File: config.mk
export PLATFORM = sky130hd
export DESIGN_NAME = pdma_ctrl
export DESIGN_NICKNAME = d
export VERILOG_FILES = /design/src/rtl/pdma_pkg.sv /design/src/rtl/pdma_route.sv /design/src/rtl/pdma_arb.sv /design/src/rtl/pdma_chan.sv /design/src/rtl/pdma_xfer.sv /design/src/rtl/pdma_ctrl.sv
export SDC_FILE = /design/constraint.sdc
export NUM_CORES = 1
export LEC_CHECK = 0
export BUFFER_PORTS_ARGS = -buffer_cell sky130_fd_sc_hd__buf_2
export CAP_MARGIN = 20
export CORE_ASPECT_RATIO = 1.4
export CORE_MARGIN = 4
export CORE_UTILIZATION = 48
export CTS_CLUSTER_DIAMETER = 200
export DETAILED_ROUTE_END_ITERATION = 10
export PLACE_DENSITY = 0.83
export SLEW_MARGIN = 10
export SYNTH_ARGS = -nofsm -noshare
export SYNTH_HDL_FRONTEND = slang
export SYNTH_SLANG_ARGS = --single-unit
export TNS_END_PERCENT = 10
File: constraint.sdc
create_clock -name clk_i -period 3.4 [get_ports clk_i]
set_input_delay 0.68 -clock clk_i [delete_from_list [all_inputs] [get_ports clk_i]]
set_output_delay 0.68 -clock clk_i [all_outputs]
set_load 0.01 [all_outputs]
File: src/rtl/pdma_pkg.sv
package pdma_pkg;
  typedef enum logic {
    DIR_P2R = 1'b0,
    DIR_R2P = 1'b1
  } dir_e;
endpackage

File: src/rtl/pdma_route.sv
module pdma_route #(
  parameter int NCH = 4
) (
  input  logic [NCH-1:0] req_i,
  input  logic [NCH-1:0] route_dma_i,
  output logic [NCH-1:0] cpu_req_o,
  output logic [NCH-1:0] dma_req_o
);
  always_comb begin
    cpu_req_o = req_i & ~route_dma_i;
    dma_req_o = req_i & route_dma_i;
  end
endmodule

File: src/rtl/pdma_arb.sv
module pdma_arb #(
  parameter int NCH = 4,
  localparam int CHW = (NCH > 1) ? $clog2(NCH) : 1
) (
  input  logic [NCH-1:0] pend_i,
  output logic [NCH-1:0] gnt_o,
  output logic [CHW-1:0] idx_o,
  output logic           valid_o
);
  always_comb begin
    idx_o   = '0;
    valid_o = 1'b0;
    for (int i = NCH - 1; i >= 0; i--) begin
      if (pend_i[i]) begin
        idx_o   = CHW'(i);
        valid_o = 1'b1;
      end
    end
    gnt_o = valid_o ? (NCH'(1) << idx_o) : '0;
  end
endmodule

File: src/rtl/pdma_chan.sv
module pdma_chan #(
  parameter int CW = 4,
  parameter int AW = 16
) (
  input  logic          clk_i,
  input  logic          rst_ni,
  input  logic          arm_i,
  input  logic          req_i,
  input  logic          gnt_i,
  input  logic          word_i,
  input  logic          pp_i,
  input  logic [CW-1:0] limit_i,
  input  logic [AW-1:0] sta_i,
  input  logic [AW-1:0] stb_i,
  output logic          pend_o,
  output logic          active_o,
  output logic          irq_o,
  output logic [AW-1:0] ram_addr_o
);
  logic          en_q, en_d;
  logic          pend_q, pend_d;
  logic          buf_q, buf_d;
  logic          irq_q, irq_d;
  logic [CW-1:0] cnt_q, cnt_d;
  logic          cnt_en;
  logic          last;

  always_comb begin
    last   = (cnt_q + CW'(1)) == limit_i;
    en_d   = en_q;
    buf_d  = buf_q;
    cnt_d  = cnt_q;
    irq_d  = 1'b0;
    pend_d = (pend_q & ~gnt_i) | (req_i & en_q);
    if (gnt_i) begin
      if (last) begin
        cnt_d = '0;
        irq_d = 1'b1;
        if (pp_i) buf_d = ~buf_q;
        else      en_d  = 1'b0;
      end else begin
        cnt_d = cnt_q + CW'(1);
      end
    end
    if (!en_d) pend_d = 1'b0;
    if (arm_i) begin
      en_d   = 1'b1;
      cnt_d  = '0;
      buf_d  = 1'b0;
      pend_d = 1'b0;
    end
    cnt_en = gnt_i | arm_i;
  end

  always_ff @(posedge clk_i or negedge rst_ni) begin
    if (!rst_ni) begin
      en_q   <= 1'b0;
      pend_q <= 1'b0;
      buf_q  <= 1'b0;
      irq_q  <= 1'b0;
      cnt_q  <= '0;
    end else begin
      en_q   <= en_d;
      pend_q <= pend_d;
      irq_q  <= irq_d;
      if (cnt_en) begin
        cnt_q <= cnt_d;
        buf_q <= buf_d;
      end
    end
  end

  always_comb begin
    pend_o     = pend_q;
    active_o   = en_q;
    irq_o      = irq_q;
    ram_addr_o = (buf_q ? stb_i : sta_i) + (AW'(cnt_q) << word_i);
  end
endmodule

File: src/rtl/pdma_xfer.sv
module pdma_xfer
  import pdma_pkg::*;
#(
  parameter int NCH = 4,
  parameter int AW  = 16,
  parameter int PAW = 8,
  parameter int DW  = 16,
  localparam int CHW = (NCH > 1) ? $clog2(NCH) : 1,
  localparam int BW  = DW / 2
) (
  input  logic           clk_i,
  input  logic           rst_ni,
  input  logic           gnt_valid_i,
  input  logic [CHW-1:0] gnt_ch_i,
  input  logic [AW-1:0]  ram_addr_i,
  input  logic [PAW-1:0] per_addr_i,
  input  logic           word_i,
  input  dir_e           dir_i,
  input  logic [DW-1:0]  ram_rdata_i,
  input  logic [DW-1:0]  per_rdata_i,
  output logic           xfer_o,
  output logic [CHW-1:0] xfer_ch_o,
  output logic [AW-1:0]  ram_addr_o,
  output logic           ram_we_o,
  output logic [1:0]     ram_be_o,
  output logic [DW-1:0]  ram_wdata_o,
  output logic [PAW-1:0] per_addr_o,
  output logic           per_we_o,
  output logic [1:0]     per_be_o,
  output logic [DW-1:0]  per_wdata_o
);
  logic           v_q;
  logic [CHW-1:0] ch_q;
  logic [AW-1:0]  raddr_q;
  logic [PAW-1:0] paddr_q;
  logic           word_q;
  dir_e           dir_q;
  logic           hi;

  always_ff @(posedge clk_i or negedge rst_ni) begin
    if (!rst_ni) begin
      v_q     <= 1'b0;
      ch_q    <= '0;
      raddr_q <= '0;
      paddr_q <= '0;
      word_q  <= 1'b0;
      dir_q   <= DIR_P2R;
    end else begin
      v_q <= gnt_valid_i;
      if (gnt_valid_i) begin
        ch_q    <= gnt_ch_i;
        raddr_q <= ram_addr_i;
        paddr_q <= per_addr_i;
        word_q  <= word_i;
        dir_q   <= dir_i;
      end
    end
  end

  always_comb begin
    hi          = raddr_q[0];
    xfer_o      = v_q;
    xfer_ch_o   = ch_q;
    ram_addr_o  = raddr_q;
    per_addr_o  = paddr_q;
    ram_we_o    = v_q && (dir_q == DIR_P2R);
    per_we_o    = v_q && (dir_q == DIR_R2P);
    if (!v_q)        ram_be_o = 2'b00;
    else if (word_q) ram_be_o = 2'b11;
    else             ram_be_o = hi ? 2'b10 : 2'b01;
    if (!v_q)        per_be_o = 2'b00;
    else             per_be_o = word_q ? 2'b11 : 2'b01;
    ram_wdata_o = word_q ? per_rdata_i : {per_rdata_i[BW-1:0], per_rdata_i[BW-1:0]};
    per_wdata_o = word_q ? ram_rdata_i
                         : {{BW{1'b0}}, (hi ? ram_rdata_i[DW-1:BW] : ram_rdata_i[BW-1:0])};
  end
endmodule

File: src/rtl/pdma_ctrl.sv
module pdma_ctrl
  import pdma_pkg::*;
#(
  parameter int NCH = 4,
  parameter int CW  = 4,
  parameter int AW  = 16,
  parameter int PAW = 8,
  parameter int DW  = 16,
  localparam int CHW = (NCH > 1) ? $clog2(NCH) : 1
) (
  input  logic             clk_i,
  input  logic             rst_ni,
  input  logic [NCH-1:0]   req_i,
  input  logic [NCH-1:0]   route_dma_i,
  input  logic [NCH-1:0]   arm_i,
  input  logic [NCH-1:0]   cfg_word_i,
  input  logic [NCH-1:0]   cfg_dir_i,
  input  logic [NCH-1:0]   cfg_pp_i,
  input  logic [NCH*CW-1:0]  cfg_limit_i,
  input  logic [NCH*AW-1:0]  cfg_sta_i,
  input  logic [NCH*AW-1:0]  cfg_stb_i,
  input  logic [NCH*PAW-1:0] cfg_pad_i,
  input  logic [DW-1:0]    ram_rdata_i,
  input  logic [DW-1:0]    per_rdata_i,
  output logic [NCH-1:0]   cpu_req_o,
  output logic [NCH-1:0]   irq_o,
  output logic [NCH-1:0]   active_o,
  output logic             xfer_o,
  output logic [CHW-1:0]   xfer_ch_o,
  output logic [AW-1:0]    ram_addr_o,
  output logic             ram_we_o,
  output logic [1:0]       ram_be_o,
  output logic [DW-1:0]    ram_wdata_o,
  output logic [PAW-1:0]   per_addr_o,
  output logic             per_we_o,
  output logic [1:0]       per_be_o,
  output logic [DW-1:0]    per_wdata_o
);
  logic [NCH-1:0] dma_req, pend, gnt;
  logic [CHW-1:0] gnt_idx;
  logic           gnt_valid;
  logic [AW-1:0]  raddr_a [NCH];
  logic [PAW-1:0] paddr_a [NCH];

  pdma_route #(.NCH(NCH)) u_route (
    .req_i       (req_i),
    .route_dma_i (route_dma_i),
    .cpu_req_o   (cpu_req_o),
    .dma_req_o   (dma_req)
  );

  pdma_arb #(.NCH(NCH)) u_arb (
    .pend_i  (pend),
    .gnt_o   (gnt),
    .idx_o   (gnt_idx),
    .valid_o (gnt_valid)
  );

  for (genvar c = 0; c < NCH; c++) begin : g_ch
    assign paddr_a[c] = cfg_pad_i[c*PAW +: PAW];
    pdma_chan #(.CW(CW), .AW(AW)) u_chan (
      .clk_i      (clk_i),
      .rst_ni     (rst_ni),
      .arm_i      (arm_i[c]),
      .req_i      (dma_req[c]),
      .gnt_i      (gnt[c]),
      .word_i     (cfg_word_i[c]),
      .pp_i       (cfg_pp_i[c]),
      .limit_i    (cfg_limit_i[c*CW +: CW]),
      .sta_i      (cfg_sta_i[c*AW +: AW]),
      .stb_i      (cfg_stb_i[c*AW +: AW]),
      .pend_o     (pend[c]),
      .active_o   (active_o[c]),
      .irq_o      (irq_o[c]),
      .ram_addr_o (raddr_a[c])
    );
  end

  pdma_xfer #(.NCH(NCH), .AW(AW), .PAW(PAW), .DW(DW)) u_xfer (
    .clk_i       (clk_i),
    .rst_ni      (rst_ni),
    .gnt_valid_i (gnt_valid),
    .gnt_ch_i    (gnt_idx),
    .ram_addr_i  (raddr_a[gnt_idx]),
    .per_addr_i  (paddr_a[gnt_idx]),
    .word_i      (cfg_word_i[gnt_idx]),
    .dir_i       (dir_e'(cfg_dir_i[gnt_idx])),
    .ram_rdata_i (ram_rdata_i),
    .per_rdata_i (per_rdata_i),
    .xfer_o      (xfer_o),
    .xfer_ch_o   (xfer_ch_o),
    .ram_addr_o  (ram_addr_o),
    .ram_we_o    (ram_we_o),
    .ram_be_o    (ram_be_o),
    .ram_wdata_o (ram_wdata_o),
    .per_addr_o  (per_addr_o),
    .per_we_o    (per_we_o),
    .per_be_o    (per_be_o),
    .per_wdata_o (per_wdata_o)
  );
endmodule

==> impl_metrics.xml <==
<?xml version="1.0" encoding="UTF-8"?>
<metrics>
  <group name="run_status">
    <metric name="run_status" unit="">finished, final reports clean</metric>
  </group>
  <group name="critical_path">
    <metric name="crit_slowest_cell" unit="">sky130_fd_sc_hd__dfrtp_1</metric>
    <metric name="worst-r2r-setup-slack" unit="ns">0.51</metric>
    <metric name="slowest_delay" unit="ns">0.49</metric>
    <metric name="timing.critical_path.to_type" unit="">flop</metric>
    <metric name="critical_path.max_fanout" unit="">22</metric>
    <metric name="worst_path_buffer_plus_inverter_count" unit="">1</metric>
    <metric name="dominant_delay_contributor_by_cell_family_on_the_critical_path" unit="">compound AO/OA/AOI/OAI gates</metric>
    <metric name="required" unit="ns">3.66</metric>
    <metric name="reg2reg_to" unit="">u_xfer.ram_addr_o[14]</metric>
    <metric name="crit_path_start_kind" unit="">flop</metric>
    <metric name="critical_path_arrival" unit="ns">3.16</metric>
    <metric name="path_cells" unit="">buf_4 &gt; mux2_2 &gt; ha_1 &gt; o21a_1 &gt; o31a_1 &gt; o21ai_2 &gt; nor3b_2 &gt; xor2_1 &gt; a221o_1 &gt; mux2i_1</metric>
    <metric name="criticalPathCategory" unit="">reg2reg</metric>
    <metric name="worst-r2r-cell-count" unit="">10</metric>
    <metric name="worstReg2RegStart" unit="">g_ch[3].u_chan.buf_q</metric>
  </group>
  <group name="sta">
    <metric name="grt_setup_unrepaired" unit="">no</metric>
    <metric name="final_max_slew_viol_count" unit="">0</metric>
    <metric name="post-route-min-period" unit="ns">2.89</metric>
    <metric name="tns" unit="ns">0</metric>
    <metric name="final-setup-viol-count" unit="">0</metric>
    <metric name="fmaxAchievable" unit="MHz">346</metric>
    <metric name="fin_skew" unit="ns">0.0100</metric>
    <metric name="hold_ws" unit="ns">0.474</metric>
    <metric name="final-hold-violation-count" unit="">0</metric>
    <metric name="timing_worst_slew_pin_value" unit="ns">0.834</metric>
    <metric name="timing.final.crit_share" unit="">0.851</metric>
    <metric name="slew-limit-headroom" unit="">0.444</metric>
  </group>
  <group name="power">
    <metric name="leak" unit="nW">3.90</metric>
    <metric name="max_rail_drop_vdd" unit="mV">0.202</metric>
    <metric name="power_density" unit="nW/um^2">328</metric>
  </group>
  <group name="synth">
    <metric name="synth.lib_cells_used.distinct" unit="">69</metric>
    <metric name="synth_nets" unit="">1036</metric>
    <metric name="yosys-mux-area-fraction" unit="">0.159</metric>
    <metric name="ys_seq_elements" unit="">61</metric>
    <metric name="ys.flop_type" unit="">sky130_fd_sc_hd__dfrtp_1</metric>
    <metric name="synth_seq_area_share" unit="">0.236</metric>
    <metric name="yosysWarningCount" unit="">0</metric>
    <metric name="synth-simple-area-share" unit="">0.190</metric>
    <metric name="syn_inst" unit="">774</metric>
    <metric name="post_syn_area" unit="sq um">6480</metric>
    <metric name="compound_gate_fraction_of_synth_area" unit="">0.194</metric>
    <metric name="adder_cell_fraction_of_synth_area" unit="">0.0587</metric>
    <metric name="avgSynthCellArea" unit="sq um">8.37</metric>
    <metric name="synth_top_family_by_area" unit="">compound AO/OA/AOI/OAI gates</metric>
    <metric name="synth-edff-count" unit="">0</metric>
    <metric name="xor_xnor_share_of_the_synthesized_area" unit="">0.105</metric>
    <metric name="post_synth_arst_share" unit="">1.00</metric>
  </group>
  <group name="finish">
    <metric name="final-instance-count-excl-fill" unit="">1250</metric>
    <metric name="final_cell_mix" unit="">sky130_fd_sc_hd__buf_2 (310), sky130_fd_sc_hd__nor2_1 (70), sky130_fd_sc_hd__dfrtp_1 (61)</metric>
    <metric name="stdcell_area" unit="sq um">8400</metric>
    <metric name="final.fill_count" unit="">1183</metric>
    <metric name="area.growth.synth_to_final" unit="%">29.7</metric>
    <metric name="reg_area" unit="sq um">1530</metric>
    <metric name="layout.nets" unit="">1322</metric>
    <metric name="post_route_cells_drive_above_1_share" unit="">0.374</metric>
    <metric name="final_common_cell" unit="">sky130_fd_sc_hd__buf_2</metric>
    <metric name="multi_input_comb_area" unit="sq um">4590</metric>
  </group>
  <group name="clock_tree">
    <metric name="cts_resized" unit="">0</metric>
    <metric name="cts-root-to-sink-buffers" unit="">2</metric>
    <metric name="clk_pin_slew" unit="ns">0.06</metric>
    <metric name="cts-root-buf" unit="">sky130_fd_sc_hd__clkbuf_16</metric>
    <metric name="htree_levels" unit="">3</metric>
    <metric name="cts-hold-fix-buffers" unit="">0</metric>
    <metric name="post-cts-setup-buffers" unit="">0</metric>
    <metric name="clk_latency" unit="ns">0.34</metric>
    <metric name="tritoncts" unit="">built</metric>
    <metric name="cts.sink_count" unit="">61</metric>
    <metric name="cts_made_buffers" unit="">9</metric>
  </group>
  <group name="placed_design">
    <metric name="gp_congestion" unit="">0.946</metric>
    <metric name="dp.cells" unit="">1231</metric>
    <metric name="post_dp_cell_area" unit="sq um">8080</metric>
    <metric name="hpwl" unit="mm">18.1</metric>
    <metric name="port-buffer-count" unit="">310</metric>
  </group>
  <group name="global_route">
    <metric name="grt_max_degree" unit="">62</metric>
    <metric name="grt_antenna_before_repair" unit="">3</metric>
    <metric name="first_global_vias" unit="">6987</metric>
    <metric name="globalRouteOverflowTotal" unit="">0</metric>
    <metric name="global_route.usage.total" unit="">0.278</metric>
    <metric name="grt_first_pass_wirelength" unit="mm">34.7</metric>
  </group>
  <group name="floorplan">
    <metric name="core_area" unit="sq um">13300</metric>
    <metric name="die_h" unit="microns">145</metric>
    <metric name="die_w" unit="microns">106</metric>
    <metric name="initial_cell_density_of_the_core" unit="">0.486</metric>
    <metric name="floorplan.die_area" unit="sq um">15400</metric>
    <metric name="row_count" unit="">50</metric>
    <metric name="top_level_pins" unit="">311</metric>
  </group>
  <group name="worst_hold_path">
    <metric name="cell_count_of_the_worst_hold_path" unit="">2</metric>
    <metric name="hold_start" unit="">u_xfer.xfer_ch_o[0]</metric>
    <metric name="worst_hold_path.endpoint" unit="">u_xfer.xfer_ch_o[0]</metric>
    <metric name="min_path_type" unit="">reg2reg</metric>
  </group>
  <group name="drt">
    <metric name="vias_per_cell" unit="">5.57</metric>
    <metric name="drt-pass1-iter-count" unit="">5</metric>
    <metric name="routed_wire_length_per_instance" unit="microns">17.7</metric>
    <metric name="route.vias.total" unit="">6963</metric>
    <metric name="wirelength" unit="mm">22.2</metric>
    <metric name="postRouteAntennaNets" unit="">0</metric>
    <metric name="dr.first_iter.drc_count" unit="">485</metric>
    <metric name="drc" unit="">0</metric>
  </group>
  <group name="flow_run">
    <metric name="count_of_maximum_capacitance_violations" unit="">0</metric>
  </group>
</metrics>
==> per-layer routing <==
| layer | share of wire | vias to the layer above | GRT usage | routed length, microns |
|---|---|---|---|---|
| li1 | - | 3350 | - | - |
| met1 | 0.38 | 3247 | 0.325 | 8500 |
| met2 | 0.49 | 304 | 0.477 | 11000 |
| met3 | 0.079 | 62 | 0.0581 | 1750 |
| met4 | 0.044 | 0 | 0.140 | 966 |
| met5 | 0 | - | 0 | 0 |
==> worst max path at each step <==
stage | startpoint | end | slack, ns | cells after the start
after floorplan | g_ch[3].u_chan.buf_q | u_xfer.ram_addr_o[14] | 0.31 | 14
after global placement | cfg_word_i[3] | u_xfer.ram_addr_o[11] | 0.34 | 11
after detailed placement | cfg_word_i[2] | u_xfer.ram_addr_o[11] | 0.30 | 11
after CTS | g_ch[3].u_chan.buf_q | u_xfer.ram_addr_o[14] | 0.53 | 10
after global routing | g_ch[1].u_chan.buf_q | u_xfer.ram_addr_o[14] | 0.27 | 10
final | g_ch[3].u_chan.buf_q | u_xfer.ram_addr_o[14] | 0.51 | 10
==> cells in the mapped netlist (all sizes together) (16+ instances only) <==
cell	instances	share of area
xnor2	38	0.051
nand2	60	0.035
nor2	70	0.041
nand3	23	0.019
dfrtp	61	0.24
xor2	40	0.054
buf	31	0.033
clkbuf	17	0.0098
ha	24	0.046
mux2	45	0.078
nor2b	17	0.016
o21ai	60	0.047
a21oi	41	0.032
mux2i	52	0.081
inv	24	0.014
and2	16	0.015
==> report_power, final <==
group | switching (mW) | total (mW) | internal, mW
logic | 0.492 | 0.908 | 0.417
clock network | 0.345 | 0.982 | 0.637
registers | 0.0622 | 0.867 | 0.804
==> logic make-up after synthesis <==
logic type | after synthesis
multiplexers | 97
buffers and inverters | 72
AO/OA/AOI/OAI | 193
flip-flops | 61
adder cells (fa/ha/maj) | 28
AND/OR/NAND/NOR | 245
XOR/XNOR | 78
==> sequential cells by signal (all words and copies together) (netlist names) <==
signal / flops
u_xfer.dir_q: 1
g_ch.u_chan.active_o: 4
u_xfer.per_addr_o: 8
g_ch.u_chan.buf_q: 4
g_ch.u_chan.pend_o: 4
u_xfer.xfer_o: 1
u_xfer.xfer_ch_o: 2
u_xfer.ram_addr_o: 16
g_ch.u_chan.cnt_q: 16
g_ch.u_chan.irq_o: 4
u_xfer.word_q: 1
==> worst min-delay path, stage by stage (launching register included) <==
cell,delay (ns)
sky130_fd_sc_hd__dfrtp_1,0.33
sky130_fd_sc_hd__nand2_1,0.05
sky130_fd_sc_hd__nand2_1,0.05
==> through the flow <==
step / power [mW] / setup slack [ns] / utilization
after global routing: 2.89 / 0.267 / 0.631
after detailed placement: 1.78 / 0.298 / 0.606
after CTS: 2.76 / 0.533 / 0.630
after global placement: 1.76 / 0.336 / 0.606
final: 2.76 / 0.507 / 0.631
after floorplan: 1.35 / 0.307 / -
==> cell type report <==
type	instances	area share
Multi-Input combinational cell	641	0.546
Timing Repair Buffer	323	0.196
Sequential cell	61	0.182
Tap cell	182	0.0271
Clock buffer	9	0.0268
Clock inverter	7	0.0107
Inverter	24	0.0107
Antenna cell	3	0.000894
Note: power is estimated with default switching activity, not from simulation.
